`src/rtl/wdt_pkg.sv`:
```
package wdt_pkg;

  typedef struct packed {
    logic dis;
    logic rate;
    logic ovf_err;
    logic acc_err;
  } wdt_status_t;

endpackage

```
`src/rtl/wdt_access.sv`:
```
module wdt_access #(
  parameter int KEY_W = 8,
  parameter logic [KEY_W-1:0] KEY = '0
) (
  input  logic           clk,
  input  logic           rst_n,
  input  logic           ctl_wr,
  input  logic [KEY_W:0] ctl_wdata,
  output logic           end_of_init,
  output logic           acc_err_evt,
  output logic           commit
);

  logic armed_q, armed_d;
  logic eoi_q, eoi_d;
  logic pw_ok;

  assign pw_ok = (ctl_wdata[KEY_W:1] == KEY) && !ctl_wdata[0];

  always_comb begin
    armed_d     = armed_q;
    eoi_d       = eoi_q;
    acc_err_evt = 1'b0;
    commit      = 1'b0;
    if (ctl_wr) begin
      if (armed_q) begin
        armed_d = 1'b0;
        eoi_d   = ctl_wdata[0];
        commit  = ctl_wdata[0];
      end else if (pw_ok) begin
        armed_d = 1'b1;
      end else begin
        acc_err_evt = 1'b1;
      end
    end
  end

  always_ff @(posedge clk or negedge rst_n) begin
    if (!rst_n) begin
      armed_q <= 1'b0;
      eoi_q   <= 1'b0;
    end else if (ctl_wr) begin
      armed_q <= armed_d;
      eoi_q   <= eoi_d;
    end
  end

  assign end_of_init = eoi_q;

endmodule

```
`src/rtl/wdt_prescaler.sv`:
```
module wdt_prescaler #(
  parameter int SLOW_LOG2 = 14,
  parameter int FAST_LOG2 = 8
) (
  input  logic clk,
  input  logic rst_n,
  input  logic run,
  input  logic clr,
  input  logic fast,
  output logic tick
);

  localparam logic [SLOW_LOG2-1:0] SLOW_MASK = '1;
  localparam logic [SLOW_LOG2-1:0] FAST_MASK = SLOW_MASK >> (SLOW_LOG2 - FAST_LOG2);

  logic [SLOW_LOG2-1:0] pre_q, pre_d;
  logic [SLOW_LOG2-1:0] mask;
  logic                 pre_en;

  assign mask   = fast ? FAST_MASK : SLOW_MASK;
  assign tick   = run && ((pre_q & mask) == mask);
  assign pre_en = clr || run;

  always_comb begin
    if (clr) pre_d = '0;
    else     pre_d = pre_q + 1'b1;
  end

  always_ff @(posedge clk or negedge rst_n) begin
    if (!rst_n)      pre_q <= '0;
    else if (pre_en) pre_q <= pre_d;
  end

endmodule

```
`src/rtl/wdt_counter.sv`:
```
module wdt_counter #(
  parameter int CNT_W    = 16,
  parameter int PW_TICKS = 4
) (
  input  logic             clk,
  input  logic             rst_n,
  input  logic             tick,
  input  logic             load,
  input  logic [CNT_W-1:0] load_val,
  input  logic             err_in,
  output logic [CNT_W-1:0] count,
  output logic             ovf_evt,
  output logic             prewarn,
  output logic             rst_req
);

  localparam int PW_W = $clog2(PW_TICKS + 1);
  localparam logic [PW_W-1:0] PW_LAST = PW_W'(PW_TICKS - 1);

  logic [CNT_W-1:0] cnt_q, cnt_d;
  logic [PW_W-1:0]  pw_q, pw_d;
  logic             pw_on_q, pw_on_d;
  logic             req_q, req_d;
  logic             last_tick, err_any;

  assign ovf_evt   = tick && !load && (cnt_q == '1);
  assign err_any   = err_in || ovf_evt;
  assign last_tick = pw_on_q && tick && (pw_q == PW_LAST);

  always_comb begin
    if (load)      cnt_d = load_val;
    else if (tick) cnt_d = cnt_q + 1'b1;
    else           cnt_d = cnt_q;

    if (!pw_on_q)  pw_d = '0;
    else if (tick) pw_d = pw_q + 1'b1;
    else           pw_d = pw_q;

    if (!pw_on_q && err_any) pw_on_d = 1'b1;
    else if (last_tick)      pw_on_d = 1'b0;
    else                     pw_on_d = pw_on_q;

    req_d = last_tick;
  end

  always_ff @(posedge clk or negedge rst_n) begin
    if (!rst_n) begin
      cnt_q   <= '0;
      pw_q    <= '0;
      pw_on_q <= 1'b0;
      req_q   <= 1'b0;
    end else begin
      if (load || tick) cnt_q <= cnt_d;
      pw_q    <= pw_d;
      pw_on_q <= pw_on_d;
      req_q   <= req_d;
    end
  end

  assign count   = cnt_q;
  assign prewarn = pw_on_q;
  assign rst_req = req_q;

endmodule

```
`src/rtl/protected_wdt.sv`:
```
module protected_wdt #(
  parameter int CNT_W     = 16,
  parameter int KEY_W     = 8,
  parameter logic [KEY_W-1:0] KEY = 8'hC3,
  parameter int SLOW_LOG2 = 14,
  parameter int FAST_LOG2 = 8,
  parameter int PW_TICKS  = 4
) (
  input  logic             clk,
  input  logic             rst_n,
  input  logic             ctl_wr,
  input  logic [KEY_W:0]   ctl_wdata,
  input  logic             req_wr,
  input  logic [CNT_W+1:0] req_wdata,
  output logic [3:0]       status,
  output logic             end_of_init,
  output logic [CNT_W-1:0] count,
  output logic             prewarn,
  output logic             rst_req
);
  import wdt_pkg::*;

  logic [1:0] rst_sync_q;
  logic       rst_int_n;

  always_ff @(posedge clk or negedge rst_n) begin
    if (!rst_n) rst_sync_q <= 2'b00;
    else        rst_sync_q <= {rst_sync_q[0], 1'b1};
  end
  assign rst_int_n = rst_sync_q[1];

  logic [CNT_W-1:0] rld_q;
  logic             rate_req_q, dis_req_q;

  always_ff @(posedge clk or negedge rst_int_n) begin
    if (!rst_int_n) begin
      rld_q      <= '0;
      rate_req_q <= 1'b0;
      dis_req_q  <= 1'b0;
    end else if (req_wr) begin
      rld_q      <= req_wdata[CNT_W+1:2];
      rate_req_q <= req_wdata[1];
      dis_req_q  <= req_wdata[0];
    end
  end

  logic acc_evt, commit, ovf_evt, tick, load, pw_on;
  wdt_status_t st_q, st_d;

  wdt_access #(.KEY_W(KEY_W), .KEY(KEY)) u_access (
    .clk        (clk),
    .rst_n      (rst_int_n),
    .ctl_wr     (ctl_wr),
    .ctl_wdata  (ctl_wdata),
    .end_of_init(end_of_init),
    .acc_err_evt(acc_evt),
    .commit     (commit)
  );

  assign load = commit && !dis_req_q && !pw_on;

  wdt_prescaler #(.SLOW_LOG2(SLOW_LOG2), .FAST_LOG2(FAST_LOG2)) u_pre (
    .clk  (clk),
    .rst_n(rst_int_n),
    .run  (!st_q.dis),
    .clr  (load),
    .fast (st_q.rate),
    .tick (tick)
  );

  wdt_counter #(.CNT_W(CNT_W), .PW_TICKS(PW_TICKS)) u_cnt (
    .clk     (clk),
    .rst_n   (rst_int_n),
    .tick    (tick),
    .load    (load),
    .load_val(rld_q),
    .err_in  (acc_evt),
    .count   (count),
    .ovf_evt (ovf_evt),
    .prewarn (pw_on),
    .rst_req (rst_req)
  );

  always_comb begin
    st_d = st_q;
    if (commit) begin
      st_d.rate = rate_req_q;
      st_d.dis  = dis_req_q;
    end
    if (acc_evt)              st_d.acc_err = 1'b1;
    else if (commit && !pw_on) st_d.acc_err = 1'b0;
    if (ovf_evt)              st_d.ovf_err = 1'b1;
    else if (commit && !pw_on) st_d.ovf_err = 1'b0;
  end

  always_ff @(posedge clk or negedge rst_int_n) begin
    if (!rst_int_n) st_q <= '0;
    else            st_q <= st_d;
  end

  assign status  = st_q;
  assign prewarn = pw_on;

endmodule

```
`config.mk`:
```
export PLATFORM = sky130hd
export DESIGN_NAME = protected_wdt
export DESIGN_NICKNAME = d
export VERILOG_FILES = /design/src/rtl/wdt_pkg.sv /design/src/rtl/wdt_access.sv /design/src/rtl/wdt_prescaler.sv /design/src/rtl/wdt_counter.sv /design/src/rtl/protected_wdt.sv
export SDC_FILE = /design/constraint.sdc
export NUM_CORES = 1
export LEC_CHECK = 0
export ABC_AREA = 0
export CAP_MARGIN = 20
export CORE_MARGIN = 3
export CORE_UTILIZATION = 45
export CTS_BUF_LIST = sky130_fd_sc_hd__clkbuf_8
export DETAILED_ROUTE_END_ITERATION = 10
export DONT_BUFFER_PORTS = 1
export MAX_ROUTING_LAYER = met4
export PLACE_DENSITY = 0.59
export RECOVER_POWER = 25
export SKIP_LAST_GASP = 1
export SLEW_MARGIN = 40
export SYNTH_ARGS = -nofsm -noshare
export SYNTH_HDL_FRONTEND = slang
export SYNTH_SLANG_ARGS = --single-unit
```
`constraint.sdc`:
```
create_clock -name clk -period 3 [get_ports clk]
set_clock_uncertainty 0.2 [all_clocks]
set_input_delay 0 -clock clk [delete_from_list [all_inputs] [get_ports clk]]
set_output_delay 0 -clock clk [all_outputs]
set_load 0.02 [all_outputs]
```
==> impl_metrics.csv <==
group,metric,value,unit
cts,clk_pin_slew_worst_paths,70,ps
timing,rsz0062_at_grt,"no",
worst_setup_path,path_cells,"and4b_1 > nand3_4 > nor2_2 > mux2i_1 > o21ai_0",
synthesis,synth_top_family_by_area,"simple AND/OR/NAND/NOR gates",
synthesis,ys_seq_elements,61,
placement,gp_congestion,0.780,
final_layout,syn_to_final_growth,24.3,%
routing,wl_per_cell,16.2,µm
worst_hold_path,hp-class,"in2reg",
worst_setup_path,r2r_end,"u_cnt.count[1]",
die,row_count,28,
synthesis,synthAdderAreaFrac,0.0171,
final_layout,layout_commonest_cell,"dfrtp_1",
synthesis,synth_cell_type_count,46,
timing,setup_viol,0,
worst_setup_path,worstSetupEndpointType,"flop",
final_layout,final_area,0.00364,mm²
routing,routed_wl,6190,µm
worst_setup_path,cp_slowest_stage_delay,520,ps
worst_setup_path,crit_fanout,12,
timing,fin_crit_sh,0.769,
final_layout,drive_gt1_frac,0.169,
synthesis,syn_area_per_cell,11.5,µm²
worst_setup_path,cp.arrival,2320,ps
timing,fmax,0.433,GHz
synthesis,synth_cells,255,
timing,final-hold-violation-count,0,
synthesis,synth_compound_area_frac,0.0606,
worst_setup_path,cp.required,3010,ps
die,die_y,86.7,µm
global_routing,grt_pass1_vias,2188,
final_layout,antenna_cells,0,
global_routing,antenna_found_initial,0,
worst_setup_path,r2r_start,"status[3]",
worst_setup_path,crit_family,"simple AND/OR/NAND/NOR gates",
routing,dr_wl_met2,2890,µm
worst_hold_path,min_to,"rld_q[9]",
routing,wl_met1,2760,µm
cts,postCtsHoldBufs,44,
final_layout,fin_util,0.594,
final_layout,fin_nets,337,
worst_setup_path,criticalPathCategory,"reg2reg",
die,coreArea,0.00613,mm²
synthesis,seq_area_frac_synth,0.520,
cts,cts_max_path_buffers,2,
worst_setup_path,r2r_setup_slack,690,ps
routing,routed.top_layer,"met4",
routing,drt_iter0_markers,102,
global_routing,grt_max_degree,40,
timing,slew_viol_final,40,
routing,wl_met3,396,µm
global_routing,grt_pass1_wl,10600,µm
placement,hpwl,3940,µm
routing,first_pass_iters,4,
placement,post_dp_cell_area,0.00299,mm²
synthesis,synth_nets,290,
die,num_io_pins,54,
power,p_leak,1.55,nW
synthesis,mappedNetlistArea,0.00293,mm²
timing,timing.hold.ws,156,ps
worst_setup_path,path_depth,5,
cts,insertion_delay,340,ps
die,dieArea,0.00752,mm²
die,start_util,0.478,
routing,vias,2043,
timing,relSlewSlack,-0.0523,
outcome,violations,"max-capacitance violations, max-slew violations",
cts,cts_sinks,61,
timing,fin_crit,2310,ps
cts,cts_setup_buffers,0,
cts,numCtsBuffers,9,
routing,ant_nets,0,
cts,tritoncts,"yes",
placement,io_buffer_count,0,
power,p_per_area,563,mW/mm²
worst_hold_path,min_from,"req_wr",
worst_setup_path,r2r_cells,5,
synthesis,ys_warn_count,0,
timing,tightestPinTransition,1580,ps
worst_setup_path,crit_slowest_cell,"dfrtp_1",
worst_setup_path,cp-start-kind,"flop",
final_layout,final_cell_mix,"61 x dfrtp_1, 44 x dlygate4sd3_1, 28 x nand2_1",
global_routing,grt_use_total,0.191,
power,ir_drop,0.478,mV
synthesis,synth-simple-area-share,0.206,
outcome,status,"finished, violations left",
timing,setup_tns,0,ps
routing,avgViaCountPerCell,5.35,
routing,drc,0,
global_routing,overflow,0,
cts,cts-resized-gates,0,
die,dieWidth,86.7,µm
synthesis,yosys.area_share.xor_xnor,0.0836,
worst_setup_path,cp.buffers_inverters,0,
flow_run,maxCapViolations,1,
synthesis,muxShareOfSynthArea,0.0836,
worst_hold_path,whs_path_depth,2,
cts,h-tree-depth,3,
cts,cts_root_buf,"clkbuf_8",
[state kept, by name (all words and copies together) (netlist names), 2 cells and up]
signal	count
rld_q	16
u_cnt.count	16
u_pre.pre_q	14
status	4
u_cnt.pw_q	3
rst_sync_q	2
[cells by family (layout without fill, tap and decap cells)]
logic type,count (synthesis),count (layout)
AOI/OAI and AO/OA,27,27
DFF,61,61
and+or+nand+nor,98,98
other,1,1
adders and majority gates,4,4
xor gates and xnor gates,28,28
muxes,22,22
buffers and inverters,14,66
[layer usage]
metal,up-vias,GRT usage
met5,-,-
met4,0,0.0793
met3,12,0.0656
met1,988,0.234
met2,59,0.288
li1,984,-
[worst register-to-register path: stages (launching register included)]
cell and delay, ps:
dfrtp_1 520, and4b_1 510, nand3_4 280, nor2_2 370, mux2i_1 210, o21ai_0 90
[area by class of cell]
type | count | area (µm²)
sequential | 61 | 1530
clock buffer | 9 | 124
tap | 75 | 93.8
inverter | 2 | 7.51
clock inverter | 7 | 90.1
timing repair buffer | 48 | 470
multi-input combinational | 180 | 1330
fill | 515 | 2490
[Yosys cell counts, drive strengths merged]
master	instances	area [µm²]
xnor2	19	166
mux2	20	225
or3	1	6.26
xor2	9	78.8
dfrtp	61	1530
nand4	7	58.8
and2b	1	7.51
ha	4	50.1
a21oi	1	5.00
nor3	7	40.0
a211o	1	8.76
nor4b	3	62.6
a21boi	1	7.51
nor4	5	61.3
o21ai	18	90.1
nand3	9	57.6
and4b	1	10.0
inv	2	7.51
clkbuf	7	26.3
buf	5	46.3
conb	1	3.75
and3	5	31.3
o311a	1	10.0
nor3b	2	20.0
o21bai	1	7.51
mux2i	2	20.0
nand4b	1	8.76
o211a	2	20.0
nand2	28	105
and2	3	18.8
a31oi	1	21.3
nor2	21	81.3
and4	3	28.8
a211oi	1	7.51
nand2b	1	6.26
[worst max-delay path by stage]
stage / to / startpoint / slack, ps
2_1_floorplan: dis_req_q / rst_sync_q[1] / 980
3_3_place_gp: u_cnt.count[1] / status[3] / 740
3_5_place_dp: u_cnt.count[1] / status[3] / 700
4_1_cts: u_cnt.count[1] / status[3] / 670
5_1_grt: u_cnt.count[1] / status[3] / 500
6_report: u_cnt.count[1] / status[3] / 690
[report_power, final]
part / total [mW] / leakage, nW / switching, mW / internal [mW]
Sequential: 1.02 / 0.761 / 0.110 / 0.909
Combinational: 0.248 / 0.685 / 0.0957 / 0.152
Clock: 0.786 / 0.105 / 0.323 / 0.462
Total: 2.05 / 1.55 / 0.529 / 1.52
[stage by stage]
stage / total power, mW / cells / setup WS, ps
after floorplan: 1.18 / 255 / 976
after global placement: 1.21 / 322 / 745
after detailed placement: 1.22 / 322 / 699
after CTS: 2.08 / 382 / 675
after global routing: 2.17 / 382 / 496
final: 2.05 / 382 / 692
No activity file was read; power rests on OpenSTA's default activity.
